### src/rtl/bcd_alu_pkg.sv
// Shared types for the add/subtract/compare unit.
// Assumes an 8-bit data path; the nibble width follows from it.
package bcd_alu_pkg;
    localparam int DW = 8;
    localparam int NW = DW / 2;

    typedef enum logic [1:0] {
        OP_ADD     = 2'b00,
        OP_SUB     = 2'b01,
        OP_CMP     = 2'b10,
        OP_CMP_ALT = 2'b11
    } alu_op_e;

    typedef struct packed {
        logic [DW-1:0] res;
        logic          n;
        logic          z;
        logic          c;
        logic          v;
    } alu_out_t;
endpackage

### src/rtl/alu_bin_core.sv
// Binary arithmetic: add-with-carry, subtract-with-borrow and compare.
// Purely combinational. The binary add and subtract outputs also feed
// the decimal paths, which borrow flags from them.
module alu_bin_core
    import bcd_alu_pkg::*;
(
    input  logic [DW-1:0] a,
    input  logic [DW-1:0] b,
    input  logic          cin,
    input  logic          vin,
    output alu_out_t      add_o,
    output alu_out_t      sub_o,
    output alu_out_t      cmp_o
);
    logic [DW:0] sum_w;
    logic [DW:0] dif_w;
    logic [DW:0] cmp_w;

    // 9-bit sum and differences; bit DW is carry-out or borrow
    always_comb begin
        sum_w = {1'b0, a} + {1'b0, b} + {{DW{1'b0}}, cin};
        dif_w = {1'b0, a} - {1'b0, b} - {{DW{1'b0}}, ~cin};
        cmp_w = {1'b0, a} - {1'b0, b};
    end

    // Flag formation for the three binary operations
    always_comb begin
        add_o.res = sum_w[DW-1:0];
        add_o.n   = sum_w[DW-1];
        add_o.z   = (sum_w[DW-1:0] == '0);
        add_o.c   = sum_w[DW];
        add_o.v   = ~(a[DW-1] ^ b[DW-1]) & (b[DW-1] ^ sum_w[DW-1]);

        sub_o.res = dif_w[DW-1:0];
        sub_o.n   = dif_w[DW-1];
        sub_o.z   = (dif_w[DW-1:0] == '0);
        sub_o.c   = ~dif_w[DW];
        sub_o.v   = (a[DW-1] ^ dif_w[DW-1]) & (a[DW-1] ^ b[DW-1]);

        cmp_o.res = a;
        cmp_o.n   = cmp_w[DW-1];
        cmp_o.z   = (cmp_w[DW-1:0] == '0);
        cmp_o.c   = ~cmp_w[DW];
        cmp_o.v   = vin;
    end
endmodule

### src/rtl/alu_dec_add.sv
// Packed-BCD add. Applies the low-nibble correction, then the high
// correction. CMOS_FLAGS picks the source of N and Z: intermediate/binary
// (0) or the corrected result (1). bin_zero is the binary-sum zero flag.
module alu_dec_add
    import bcd_alu_pkg::*;
#(
    parameter bit CMOS_FLAGS = 1'b0
) (
    input  logic [DW-1:0] a,
    input  logic [DW-1:0] b,
    input  logic          cin,
    input  logic          bin_zero,
    output alu_out_t      dec_o
);
    localparam logic [NW:0]   LO_LIMIT = (NW+1)'(10);
    localparam logic [NW-1:0] LO_FIX   = NW'(6);
    localparam logic [DW:0]   HI_LIMIT = (DW+1)'(8'hA0);
    localparam logic [DW+1:0] HI_FIX   = (DW+2)'(8'h60);

    logic [NW:0]   lo_raw;
    logic [NW:0]   lo_adj;
    logic [DW:0]   hi_raw;
    logic [DW+1:0] fixed;

    // Nibble sum, its correction, then high sum and its correction
    always_comb begin
        lo_raw = {1'b0, a[NW-1:0]} + {1'b0, b[NW-1:0]} + {{NW{1'b0}}, cin};
        lo_adj = (lo_raw >= LO_LIMIT) ? {1'b1, lo_raw[NW-1:0] + LO_FIX} : lo_raw;
        hi_raw = {1'b0, a[DW-1:NW], {NW{1'b0}}} + {1'b0, b[DW-1:NW], {NW{1'b0}}}
               + {{(DW-NW){1'b0}}, lo_adj};
        fixed  = (hi_raw >= HI_LIMIT) ? ({1'b0, hi_raw} + HI_FIX) : {1'b0, hi_raw};
    end

    // Result, carry and overflow are common to both conventions
    always_comb begin
        dec_o.res = fixed[DW-1:0];
        dec_o.c   = |fixed[DW+1:DW];
        dec_o.v   = ~(a[DW-1] ^ b[DW-1]) & (b[DW-1] ^ hi_raw[DW-1]);
        dec_o.n   = 1'b0;
        dec_o.z   = 1'b0;
        if (CMOS_FLAGS) begin
            dec_o.n = fixed[DW-1];
            dec_o.z = (fixed[DW-1:0] == '0);
        end else begin
            dec_o.n = hi_raw[DW-1];
            dec_o.z = bin_zero;
        end
    end
endmodule

### src/rtl/alu_dec_sub.sv
// Packed-BCD subtract. CMOS_FLAGS selects one of two correction orders:
// nibble-then-byte with all flags binary (0), or byte-then-nibble on the
// full difference with N/Z from the result (1). bin_o is the binary subtract.
module alu_dec_sub
    import bcd_alu_pkg::*;
#(
    parameter bit CMOS_FLAGS = 1'b0
) (
    input  logic [DW-1:0] a,
    input  logic [DW-1:0] b,
    input  logic          cin,
    input  alu_out_t      bin_o,
    output alu_out_t      dec_o
);
    localparam int            XW     = DW + 2;
    localparam logic [NW-1:0] LO_FIX = NW'(6);
    localparam logic [XW-1:0] HI_FIX = XW'(8'h60);
    localparam logic [XW-1:0] LO_SUB = XW'(6);

    logic [NW+1:0] lo_raw;
    logic          lo_neg;
    logic [XW-1:0] fixed;

    // Signed low-nibble difference, shared by both orders
    always_comb begin
        lo_raw = {2'b00, a[NW-1:0]} - {2'b00, b[NW-1:0]} - {{(NW+1){1'b0}}, ~cin};
        lo_neg = lo_raw[NW+1];
    end

    if (CMOS_FLAGS) begin : g_late
        logic [XW-1:0] full;
        logic [XW-1:0] step1;
        // Byte correction on the full difference, then nibble correction
        always_comb begin
            full  = {2'b00, a} - {2'b00, b} - {{(XW-1){1'b0}}, ~cin};
            step1 = full[XW-1] ? (full - HI_FIX) : full;
            fixed = lo_neg ? (step1 - LO_SUB) : step1;
        end
        // N and Z follow the corrected byte
        always_comb begin
            dec_o.res = fixed[DW-1:0];
            dec_o.n   = fixed[DW-1];
            dec_o.z   = (fixed[DW-1:0] == '0);
            dec_o.c   = bin_o.c;
            dec_o.v   = bin_o.v;
        end
    end else begin : g_early
        logic [XW-1:0] lo_adj;
        logic [XW-1:0] hi_raw;
        // Nibble correction first, merged into the high difference
        always_comb begin
            lo_adj = lo_neg ? {{(XW-NW){1'b1}}, lo_raw[NW-1:0] - LO_FIX}
                            : {{(XW-NW){1'b0}}, lo_raw[NW-1:0]};
            hi_raw = {2'b00, a[DW-1:NW], {NW{1'b0}}} - {2'b00, b[DW-1:NW], {NW{1'b0}}}
                   + lo_adj;
            fixed  = hi_raw[XW-1] ? (hi_raw - HI_FIX) : hi_raw;
        end
        // All flags come from the binary difference
        always_comb begin
            dec_o.res = fixed[DW-1:0];
            dec_o.n   = bin_o.n;
            dec_o.z   = bin_o.z;
            dec_o.c   = bin_o.c;
            dec_o.v   = bin_o.v;
        end
    end
endmodule

### src/rtl/bcd_alu_top.sv
// Add/subtract/compare unit with binary and packed-BCD modes. Selects among
// the binary, decimal-add and decimal-subtract paths and registers the
// outcome. Latency one clock; assumes inputs are stable around the edge.
module bcd_alu_top
    import bcd_alu_pkg::*;
#(
    parameter bit CMOS_FLAGS = 1'b0
) (
    input  logic          clk,
    input  logic          rst_n,
    input  logic          in_valid,
    input  logic [1:0]    op_sel,
    input  logic [DW-1:0] reg_a,
    input  logic [DW-1:0] operand,
    input  logic          carry_in,
    input  logic          dec_mode,
    input  logic          v_in,
    output logic          out_valid,
    output logic [DW-1:0] result,
    output logic          flag_n,
    output logic          flag_z,
    output logic          flag_c,
    output logic          flag_v,
    output logic          extra_cycle
);
    alu_op_e  op;
    alu_out_t add_b, sub_b, cmp_b, add_d, sub_d, sel;
    logic     xc_d;

    alu_bin_core u_bin (
        .a(reg_a), .b(operand), .cin(carry_in), .vin(v_in),
        .add_o(add_b), .sub_o(sub_b), .cmp_o(cmp_b)
    );

    alu_dec_add #(.CMOS_FLAGS(CMOS_FLAGS)) u_dadd (
        .a(reg_a), .b(operand), .cin(carry_in),
        .bin_zero(add_b.z), .dec_o(add_d)
    );

    alu_dec_sub #(.CMOS_FLAGS(CMOS_FLAGS)) u_dsub (
        .a(reg_a), .b(operand), .cin(carry_in),
        .bin_o(sub_b), .dec_o(sub_d)
    );

    // Operation decode and path selection
    always_comb begin
        op   = alu_op_e'(op_sel);
        xc_d = 1'b0;
        unique case (op)
            OP_ADD: begin
                sel  = dec_mode ? add_d : add_b;
                xc_d = CMOS_FLAGS & dec_mode;
            end
            OP_SUB: begin
                sel  = dec_mode ? sub_d : sub_b;
                xc_d = CMOS_FLAGS & dec_mode;
            end
            default: sel = cmp_b;
        endcase
    end

    // Output register with synchronous active-low reset
    always_ff @(posedge clk) begin
        if (!rst_n) begin
            out_valid   <= 1'b0;
            result      <= '0;
            flag_n      <= 1'b0;
            flag_z      <= 1'b0;
            flag_c      <= 1'b0;
            flag_v      <= 1'b0;
            extra_cycle <= 1'b0;
        end else begin
            out_valid <= in_valid;
            if (in_valid) begin
                result      <= sel.res;
                flag_n      <= sel.n;
                flag_z      <= sel.z;
                flag_c      <= sel.c;
                flag_v      <= sel.v;
                extra_cycle <= xc_d;
            end
        end
    end

    AST_ONE_CYCLE: assert property (@(posedge clk) disable iff (!rst_n)
        in_valid |=> out_valid);
    AST_IDLE_LOW: assert property (@(posedge clk) disable iff (!rst_n)
        !in_valid |=> !out_valid);
    AST_CMP_HOLD: assert property (@(posedge clk) disable iff (!rst_n)
        (in_valid && op_sel[1]) |=> (result == $past(reg_a) && flag_v == $past(v_in)));
    AST_CMP_CARRY: assert property (@(posedge clk) disable iff (!rst_n)
        (in_valid && op_sel[1]) |=> (flag_c == ($past(reg_a) >= $past(operand))));
    AST_BIN_NO_XC: assert property (@(posedge clk) disable iff (!rst_n)
        (in_valid && (!dec_mode || op_sel[1])) |=> !extra_cycle);
    AST_BIN_ZERO: assert property (@(posedge clk) disable iff (!rst_n)
        (in_valid && !dec_mode && !op_sel[1]) |=> (flag_z == (result == '0)));
    AST_BIN_NEG: assert property (@(posedge clk) disable iff (!rst_n)
        (in_valid && !dec_mode && !op_sel[1]) |=> (flag_n == result[DW-1]));
endmodule

### config.mk
export PLATFORM = sky130hd
export DESIGN_NAME = bcd_alu_top
export DESIGN_NICKNAME = d
export VERILOG_FILES = /design/src/rtl/bcd_alu_pkg.sv /design/src/rtl/alu_bin_core.sv /design/src/rtl/alu_dec_add.sv /design/src/rtl/alu_dec_sub.sv /design/src/rtl/bcd_alu_top.sv
export SDC_FILE = /design/constraint.sdc
export NUM_CORES = 1
export LEC_CHECK = 0
export CAP_MARGIN = 40
export CORE_MARGIN = 5
export CORE_UTILIZATION = 65
export CTS_BUF_LIST = sky130_fd_sc_hd__clkbuf_8
export CTS_CLUSTER_SIZE = 16
export DETAILED_ROUTE_END_ITERATION = 8
export DONT_BUFFER_PORTS = 1
export PLACE_DENSITY = 0.87
export RECOVER_POWER = 50
export SYNTH_ARGS = -nofsm -noshare
export SYNTH_HDL_FRONTEND = slang
export SYNTH_SLANG_ARGS = --single-unit
### constraint.sdc
create_clock -name clk -period 11.3 [get_ports clk]
set_clock_uncertainty 0.1 [all_clocks]
set_input_delay 0 -clock clk [delete_from_list [all_inputs] [get_ports clk]]
set_output_delay 0 -clock clk [all_outputs]
set_load 0.01 [all_outputs]
* Word level (Yosys, flattened, before mapping) *
Index checks and enable logic that the tools add are counted.

cells by class
  add/subtract/negate cells = 16
  order comparisons = 2
  eq/ne operators = 1
  mux-type cells = 7
  bitwise logic cells = 11
  reduce and logical (&&, ||, !) cells = 5

operators by type and width
  operator              number
  $logic_not 8->1       3
  $mux 12               2
  $pmux 12 s2           1
  $mux 10               2
  $add 8x8->9           2
  $sub 8x8->9           2
  $add 10x10->10        1
  $add 9x7->10 const B  1
  $add 9x1->9           1
  $add 9x5->9           1
  $ge 9x8->1 const B    1
  $sub 9x1->9           1
  $mux 8                1
  $sub 8x7->8 const B   1
  $sub 6x1->6           1
  $add 4x4->5           1
  $add 5x1->5           1
  $ge 5x4->1 const B    1
  $mux 5                1
  $sub 4x4->5           1
  $add 4x3->4 const B   1
  $not 1->1             4
  $sub 4x3->4 const B   1
  $xor 1x1->1           4
  other kinds (4)       6

storage, ports and cells
  bits in registers = 13
  bits of input ports = 24
  output and inout port bits = 14
  logic and storage cells = 48

* Logic depth before layout (Yosys ltp) *
Gate-level depths: netlist (run 1).

  depth after elaboration = 10
  depth in mapped cells = 18

* Cells and area by module *
A second synthesis (run 1) with hierarchy kept.

second synthesis, totals
  cells, all modules = 399
  area, all modules = 3258.1 sq um

modules (own cells, without submodules)
  module        times used  cells each  area an instance (sq um)
  alu_bin_core  1           140         1034.7
  bcd_alu_top   1           89          902.1
  alu_dec_sub   1           88          708.2
  alu_dec_add   1           82          613.1

* Worst setup path before layout (run 1) *
Ideal clock, no wire load.

  kind = in2reg
  from = input reg_a[0]
  to = register result[7]
  arrival time = 3.443 ns
  slack = 7.683 ns
  cell stages on the path = 16
  path through = inv_1 > ha_1 > inv_1 > fa_1 > xor2_1 > nor4b_1 > mux2i_1 > nand2_1 > ha_1 > fa_1 > xor2_1 > ha_1 > nor3_1 > a2111o_1 > o311a_1 > a31oi_1

between the ends
  cells in the longest elaborated chain, start to end = 9
  elaborated cells on any way between the ends = 23
  classes of those cells = 14 x add/sub; 2 x order compare; 7 x mux

ends and longest elaborated chain
  element                                               RTL line                              RTL
  start: declaration                                    bcd_alu_top.sv:13                     input logic [DW-1:0] reg_a,
  $sub 4x4->5 / $add 4x4->5 (equally long branches)     alu_dec_sub.sv:26, alu_dec_add.sv:27
  $sub 6x1->6 / $add 5x1->5 (equally long branches)     alu_dec_sub.sv:26, alu_dec_add.sv:27
  $sub 4x3->4 (tied with other cells)                   alu_dec_sub.sv:52                     lo_adj = lo_neg ? {{(XW-NW){1'b1}}, lo_raw[NW-1:0] - LO_FIX}
  $mux 10 / $mux 5 (equally long branches)              alu_dec_sub.sv:52, alu_dec_add.sv:28
  $add 10x10->10 / $add 9x5->9 (equally long branches)  alu_dec_sub.sv:55, alu_dec_add.sv:30
  $sub 8x7->8 (tied with other cells)                   alu_dec_sub.sv:56                     fixed = hi_raw[XW-1] ? (hi_raw - HI_FIX) : hi_raw;
  $mux 8 / $mux 10 (equally long branches)              alu_dec_sub.sv:56, alu_dec_add.sv:31
  $mux 12 (on tied branches)                            bcd_alu_top.sv:55, bcd_alu_top.sv:51
  $pmux 12 s2 (*)                                       bcd_alu_top.sv:49                     unique case (op)
  end signal: assignment                                bcd_alu_top.sv:75                     result <= sel.res;
  end: declaration                                      bcd_alu_top.sv:19                     output logic [DW-1:0] result,

Every way passes the cells marked *; elsewhere a longest branch is shown, timed or not.
A chain may end at the register's enable or synchronous reset.

* Worst setup path in the final report (run 1) *
Ends and elaborated chain as after synthesis.

==> impl_metrics.ini, run 1 <==
[min_path]
holdCritPathClass = in2reg
hold_depth = 3
hold_start = op_sel[1]
min_delay_worst_endpoint = result[1]

[global_route]
antenna_found_initial = 0
use_met1_pct = 37.7
top_usage_layer = met2
first_global_vias = 2643
grt_max_degree = 22
grt-ovfl-total = 0
gr-usage-met3_pct = 3.65
grt_util_all_layers_pct = 28.6
grtUsageMet2_pct = 47.8
grt_pass1_wl_mm = 12.5

[cts]
htreeDepth = 1
numCtsBuffers = 3
cts_setup_buffers = 0
cts_root_buf = clkbuf_8
insertion_delay_ps = 240
cts.sinks = 13
clk_pin_slew_worst_paths_ps = 60
cts_tree = built
cts_buffer_depth = 2

[sta]
fin_crit_ps = 4380
slew_violations = 0
setup_tns_ps = 0
setup_viol = 0
slew_headroom_pct = 51.4
hold_viol = 0
fmaxAchievable_mhz = 228
fin_crit_sh_pct = 38.8
rsz0062_at_grt = false
worst_slew_pin_slew_ps = 727

[pwr]
power_switching_uw = 139
internal-power_uw = 157
p_leak_uw = 0.00123
p_per_area_nw_per_um2 = 104
clock_power_share_pct = 13.6
vdd_drop_max_mv = 0.0460
sw_frac_of_total_pct = 46.9
seq_power_share_pct = 18.6
p_comb_share_pct = 67.8

[synth]
yosys-top-cells-area = ha_1 14%, dfxtp_1 9.6%, fa_1 6.7%, xnor2_1 4.9%, o21ai_0 4.6%
post-synth-top-count-cell = nand2_1
synth_warnings = 0
synth_area_um2 = 2700
yosys.area.top_type = ha_1
synth_cell_type_count = 68
syn_avg_cell_area_um2 = 7.58
synth_cells = 356
yosys-top-cells-count = 32 x nand2_1, 30 x ha_1, 29 x inv_1, 25 x o21ai_0, 22 x nor2_1
netlist.area_leader.share_pct = 13.9
ys_seq_area_share_pct = 9.64
synth_nets = 419
async_reset_ff_share_pct = 0
synth_enable_flop_cells = 0
synth-seq-cells = 13
synthFlopType = dfxtp_1

[route]
drt_first_pass_iters = 7
drt_iter0_drc = 274
drc = 0
viasPerCell = 6.82
wirelength_mm = 7.67
ant_nets = 0
routedWlPerCell_um = 18.8
vias = 2775

[placed_design]
dp.final_hpwl_mm = 6.01
place_area_um2 = 2690
io_buffer_count = 0
gp_congestion = 0.974

[final_layout]
nNetsFinal = 421
stdcell_area_um2 = 2860
synthToLayoutAreaGrowth_pct = 6.07
antenna_cells = 0
drive_gt1_share_pct = 4.20

[flow_run]
max-cap-violations = 0

[setup_path]
cp_max_fo = 7
path_cells = inv_1, ha_1, inv_1, fa_1, xor2_1, nor4b_1, mux2i_1, nand2_1, ha_1, a21o_1, a21oi_1, xnor2_1, nor3_1, a2111o_1, o311a_1, a31oi_1, dlygate4sd3_1
critPathKind = in2reg
r2r_cells = 5
crit_buf_inv = 3
reg2reg_to = flag_c
crit_family = compound AO/OA/AOI/OAI gates
arrival_ps = 4470
max_stage_delay_ps = 550
timing.rr.start = flag_c
crit_slowest_cell = dlygate4sd3_1
end_kind = register
required_ps = 11390
start_kind = input port
r2r_slack_ps = 9800

[die]
fp.dieW_um = 74.4
pin_count = 38
row_count = 23
core_um2 = 4000
fp.dieH_um = 74.4
start_util_pct = 67.5
die_area_um2 = 5540

[status]
status = finished clean
-- repair_timing --
action | in CTS | in global routing
gates resized for setup | 0 | 0
endpoints found under the hold margin | 13 | 0
hold buffers | 13 | 0
-- metrics by stage --
stage                     power [uW]  std cells  util, %  hold slack (ps)  worst slack (ps)
after floorplan                  210        356        -             37.9              7680
after global placement           239        390     67.2            -3.59              7370
after detailed placement         244        390     67.2            -1.49              7280
after CTS                        291        407     71.6             5.74              6990
after global routing             319        407     71.6             46.8              6600
final                            297        407     71.6             9.59              6920
-- power by group through the flow --
stage | Sequential (uW) | Combinational [uW] | Clock [uW]
6_report | 55.3 | 201 | 40.3
5_1_grt | 55.9 | 221 | 42.0
4_1_cts | 55.3 | 195 | 40.2
3_5_place_dp | 56.3 | 187 | 0
3_3_place_gp | 56.2 | 183 | 0
2_1_floorplan | 55.3 | 155 | 0
-- area by class of cell --
| cell class | instances | area [um2] |
|---|---|---|
| clock buffers | 3 | 41.3 |
| flip-flops and latches | 13 | 260 |
| inverters | 30 | 113 |
| multi-input cells | 297 | 2250 |
| clock inverters | 1 | 3.75 |
| well taps | 50 | 62.6 |
| repair buffers | 13 | 130 |
| fillers | 338 | 1140 |
-- state kept, by name (all words and copies together) (netlist names) --
name       flops
result         8
flag_v         1
flag_n         1
flag_c         1
out_valid      1
flag_z         1
-- worst max-delay path by stage --
stage	from	to	slack [ps]	cells past startpoint
after floorplan	reg_a[0]	result[7]	7680	16
after global placement	reg_a[0]	result[7]	7370	16
after detailed placement	reg_a[0]	result[7]	7280	16
after CTS	reg_a[0]	result[7]	6990	17
after global routing	reg_a[0]	result[7]	6600	17
final	reg_a[0]	result[7]	6920	17
-- routing by layer --
layer | wire (um) | vias up
met5 | 0 | -
met4 | 252 | 0
met3 | 791 | 28
met2 | 3450 | 168
li1 | - | 1289
met1 | 3170 | 1290
-- cell usage in the layout, fill, tap and decap left out, types with 3 or more instances in the layout --
cell type       n
a211oi_1        6
mux2_2          3
or4_1           3
nand4_1         6
o21ai_0        25
a31oi_1         5
dlygate4sd3_1  13
xor2_1         11
ha_1           30
dfxtp_1        13
nand2b_1        7
nor2b_1         6
or3_1           8
fa_1            9
inv_1          30
clkbuf_8        3
nor2_1         22
o22ai_1         4
nor4_1          3
mux2i_1         9
nor3_1         13
nand2_1        32
a311oi_1        3
a21oi_1        19
a21o_1          6
xnor2_1        15
nand3_1         6
-- cells by family (layout without fill, tap and decap cells) --
logic type | count (synthesis) | after routing | share of synthesized area, %
XOR/XNOR | 27 | 27 | 9.27
other | 1 | 1 | 0.139
buffers and inverters | 46 | 47 | 6.91
multiplexers | 13 | 13 | 5.42
flip-flops | 13 | 13 | 9.64
AO/OA/AOI/OAI | 98 | 98 | 25.0
AND/OR/NAND/NOR | 119 | 119 | 23.0
adder cells (fa/ha/maj) | 39 | 39 | 20.6
-- tightest hold or removal path, stage by stage --
cell and delay [ps]:
inv_1 60, o21ai_0 150, o32ai_1 90
Note: power is estimated with default switching activity, not from simulation.
==> inputs of run 2 (changes only) <==
==> constraint.sdc (replaced) <==
create_clock -name clk -period 4.2 [get_ports clk]
set_clock_uncertainty 0.1 [all_clocks]
set_input_delay 0 -clock clk [delete_from_list [all_inputs] [get_ports clk]]
set_output_delay 0 -clock clk [all_outputs]
set_load 0.01 [all_outputs]
==> run 2 against run 1 <==
Compared with the run above:
- non-clock buffer count grew 3
- final area is 1.1% higher
- register-to-register slack worse by 7100 ps
- utilization up 0.78 points
==> impl_metrics.ini, run 2 (synthesis gave the netlist of run 1 again) <==
[flow_run]
max-cap-violations = 0

[min_path]
hold_start = op_sel[1]
holdCritPathClass = in2reg
min_delay_worst_endpoint = result[0]
hold_depth = 3

[cts]
cts_root_buf = clkbuf_8
cts_setup_buffers = 0
numCtsBuffers = 3
cts.sinks = 13
insertion_delay_ps = 250
htreeDepth = 1
cts_tree = built
cts_buffer_depth = 2
clk_pin_slew_worst_paths_ps = 50

[final_layout]
drive_gt1_share_pct = 5.83
final_common_cell = nand2_1
largest_reg_flops = 8
synthToLayoutAreaGrowth_pct = 7.23
most-common-layout-cells = 32 x nand2_1, 30 x inv_1, 30 x ha_1, 25 x o21ai_0, 22 x nor2_1
antenna_cells = 0
nNetsFinal = 424
stdcell_area_um2 = 2890
top_register = result

[pwr]
p_leak_uw = 0.00125
vdd_drop_max_mv = 0.148
power.total_uw = 807
p_per_area_nw_per_um2 = 279

[die]
start_util_pct = 67.5
core_um2 = 4000
pin_count = 38
row_count = 23
fp.dieH_um = 74.4
fp.dieW_um = 74.4
die_area_um2 = 5540

[sta]
fmaxAchievable_mhz = 253
slew_violations = 0
worst_slew_pin_slew_ps = 773
fin_crit_sh_pct = 94.0
hold_viol = 0
slew_headroom_pct = 48.3
setup_viol = 0
fin_crit_ps = 3950

[setup_path]
arrival_ps = 4030
critPathKind = in2reg
end_kind = register
timing.rr.start = flag_c
cp_common_cell = fa_1
r2r_slack_ps = 2710
start_kind = input port
r2r_cells = 5
max_stage_delay_ps = 570
crit_buf_inv = 3
reg2reg_to = flag_c
crit_family = adder cells
cp_max_fo = 5
required_ps = 4290
crit_slowest_cell = dlygate4sd3_1
path_cells = fa_1, inv_1, fa_1, xnor2_2, ha_1, nand2_1, a21oi_2, fa_1, inv_1, ha_1, fa_1, xnor2_1, nand2_1, o21ai_0, a211oi_1, a2bb2oi_1, o311ai_1, a21oi_1, dlygate4sd3_1

[placed_design]
io_buffer_count = 0
dp.final_hpwl_mm = 5.98
place_area_um2 = 2720
gp_congestion = 1.00

[global_route]
first_global_vias = 2531
antenna_found_initial = 0
grt_util_all_layers_pct = 28.3
grt_pass1_wl_mm = 12.3
grt-ovfl-total = 0
grt_max_degree = 22

[route]
ant_nets = 0
vias = 2783
drt_first_pass_iters = 5
drc = 0
viasPerCell = 6.79
drt_iter0_drc = 286
wirelength_mm = 7.67
routedWlPerCell_um = 18.7

[status]
status = finished clean
run 2: worst max path at each step:
stage / slack (ps) / to / startpoint / depth (start not counted)
final: 250 / flag_n / reg_a[0] / 19
after CTS: 140 / flag_n / reg_a[0] / 19
after global placement: 440 / result[6] / reg_a[0] / 16
after detailed placement: 340 / result[6] / reg_a[0] / 16
after floorplan: 580 / result[7] / reg_a[0] / 16
after global routing: -0.6 / flag_n / reg_a[0] / 19
run 2: per-stage QoR:
stage	util (%)	instances	TNS [ps]	hold slack, ps	setup slack, ps
5_1_grt	72.3	410	-0.557	50.7	-0.557
4_1_cts	72.1	410	0	3.34	137
3_3_place_gp	67.9	394	0	-3.97	435
6_report	72.3	410	0	2.29	253
2_1_floorplan	-	356	0	37.9	583
3_5_place_dp	67.9	394	0	-2.27	345
run 2: worst reg2reg max path, cell delays in order (launching register included):
cell,delay [ps]
dfxtp_1,330
o21ai_0,380
a21oi_1,130
nand4_1,130
nor2_1,70
a211o_1,240
run 2: what timing repair did:
| item | CTS | global route |
|---|---|---|
| resized for setup | 0 | 2 |
| hold endpoints to repair | 13 | 0 |
| endpoints found under the setup margin | 0 | 2 |
| hold buffers | 12 | 0 |
run 2: metal layers:
| layer | track usage, % | routed length [um] |
|---|---|---|
| met5 | 0 | 0 |
| met4 | 8.89 | 214 |
| met1 | 40.7 | 3170 |
| met3 | 3.92 | 838 |
| met2 | 43.7 | 3450 |
run 2: area by class of cell:
class / instances / area (um2)
clock buffer: 3 / 41.3
clock inverter: 1 / 3.75
fill: 319 / 1110
inverter: 30 / 113
multi-input combinational: 297 / 2260
sequential: 13 / 260
tap: 50 / 62.6
timing repair buffer: 16 / 150
run 2: where the power goes:
group / internal, uW / switching [uW] / leakage (uW)
combinational: 232 / 318 / 0.00111
sequential: 136 / 12.7 / 0.000108
clock: 64.5 / 44.0 / 0.0000269
==> inputs of run 3 (changes only) <==
==> constraint.sdc (replaced) <==
create_clock -name clk -period 4.5 [get_ports clk]
set_clock_uncertainty 0.1 [all_clocks]
set_input_delay 0 -clock clk [delete_from_list [all_inputs] [get_ports clk]]
set_output_delay 0 -clock clk [all_outputs]
set_load 0.01 [all_outputs]
==> run 3 against run 2 <==
Compared with the run above:
- first-iteration DRC count shrank 8.7%
- wire length barely moved
- sequential share of layout area rose by 0.051 points
==> impl_metrics.ini, run 3 (synthesis gave the netlist of run 1 again) <==
[status]
status = finished clean

[min_path]
holdCritPathClass = in2reg
min_delay_worst_endpoint = result[0]
hold_depth = 4
hold_start = op_sel[1]

[setup_path]
arrival_ps = 4270
max_stage_delay_ps = 560
critPathKind = in2reg
r2r_slack_ps = 2980
crit_family = adder cells
cp_max_fo = 6
reg2reg_to = result[3]
r2r_cells = 3
path_cells = inv_1, ha_1, inv_1, fa_1, xor2_2, nor4b_1, mux2i_1, nand2_2, ha_1, fa_1, xor2_1, ha_1, nor3_1, a2111o_1, o311a_1, a31oi_1, dlygate4sd3_1
required_ps = 4590
cp_common_cell = ha_1
end_kind = register
timing.rr.start = result[3]
crit_slowest_cell = dlygate4sd3_1
start_kind = input port
crit_buf_inv = 3

[final_layout]
largest_reg_flops = 8
drive_gt1_share_pct = 5.60
nNetsFinal = 421
n_fill_cell = 323
multiInputGateArea_um2 = 2270
regArea_um2 = 260
synthToLayoutAreaGrowth_pct = 6.63
most-common-layout-cells = 31 x nand2_1, 30 x inv_1, 30 x ha_1, 25 x o21ai_0, 22 x nor2_1
final_common_cell = nand2_1
top_register = result
antenna_cells = 0

[placed_design]
dpl_worst_slack_ps = 489
dp.final_hpwl_mm = 5.89
io_buffer_count = 0
gp_congestion = 0.964

[die]
core_um2 = 4000
fp.dieW_um = 74.4
row_count = 23
fp.dieH_um = 74.4
die_area_um2 = 5540
start_util_pct = 67.5
pin_count = 38

[cts]
htreeDepth = 1
clk_pin_slew_worst_paths_ps = 60
cts_root_buf = clkbuf_8
insertion_delay_ps = 240
cts.sinks = 13
cts_tree = built
cts_setup_buffers = 0
numCtsBuffers = 3
cts_buffer_depth = 2

[route]
ant_nets = 0
vias = 2705
routed.top_layer = met4
drt_first_pass_iters = 5
wirelength_mm = 7.67
wl_met1_mm = 3.11
routed-wl-met2_mm = 3.48
routedWlPerCell_um = 18.9
wl_met3_um = 810
drt_iter0_drc = 261
drc = 0
viasPerCell = 6.65

[sta]
fin_crit_sh_pct = 93.0
worst_slew_pin_slew_ps = 695
slew_headroom_pct = 53.5
fmaxAchievable_mhz = 239
slew_violations = 0
hold_viol = 0
fin_crit_ps = 4180
setup_tns_ps = 0
setup_viol = 0
setup_slack_ps = 315
holdWs_ps = 3.23
rsz0062_at_grt = false

[pwr]
vdd_drop_max_mv = 0.110
p_leak_uw = 0.00123
p_per_area_nw_per_um2 = 260

[global_route]
first_global_vias = 2546
antenna_found_initial = 0
grt_pass1_wl_mm = 12.2
grt_max_degree = 22
grt_util_all_layers_pct = 28.0
grt-ovfl-total = 0

[flow_run]
max-cap-violations = 0
run 3: where the power goes:
part	leakage, uW	switching (uW)	internal, uW	total (uW)
Combinational	0.00110	297	211	508
Sequential	0.000108	12.4	126	139
Clock	0.0000269	41.7	60.2	102
Total	0.00123	351	398	749
run 3: worst max-delay path by stage:
stage | startpoint | end | slack [ps] | depth (start not counted)
2_1_floorplan | reg_a[0] | result[7] | 880 | 16
3_3_place_gp | reg_a[0] | result[7] | 590 | 16
3_5_place_dp | reg_a[0] | result[7] | 490 | 16
4_1_cts | reg_a[0] | result[7] | 190 | 17
5_1_grt | reg_a[0] | result[7] | 40 | 17
6_report | reg_a[0] | result[7] | 320 | 17
run 3: what timing repair did:
item                                    4_1_cts  5_1_grt
endpoints found under the hold margin        13        0
gates resized for setup                       0        4
endpoints found under the setup margin        0        2
hold buffers                                 12        0
run 3: through the flow:
step	utilization, %	power, uW	area (um2)	cells
after floorplan	-	527	2700	356
after global placement	67.4	601	2700	391
after detailed placement	67.4	611	2700	391
after CTS	71.5	729	2860	407
after global routing	71.9	803	2880	407
final	71.9	749	2880	407
run 3: metal layers:
metal / vias to the layer above / global-route usage [%]
met3: 28 / 4.46
met2: 163 / 46.1
met1: 1224 / 37.5
met5: - / 0
li1: 1290 / -
met4: 0 / 8.70
run 3: worst min-delay path: stages:
cell and delay, ps:
nand2_1 40, o21ai_0 90, mux2i_1 80, nor2_1 90
run 3: cell type report:
cell class	instances	share of cell area, %
Clock inverter	1	0.130
Inverter	30	3.91
Clock buffer	3	1.43
Timing Repair Buffer	13	4.43
Multi-Input combinational cell	297	78.9
Sequential cell	13	9.04
Tap cell	50	2.17
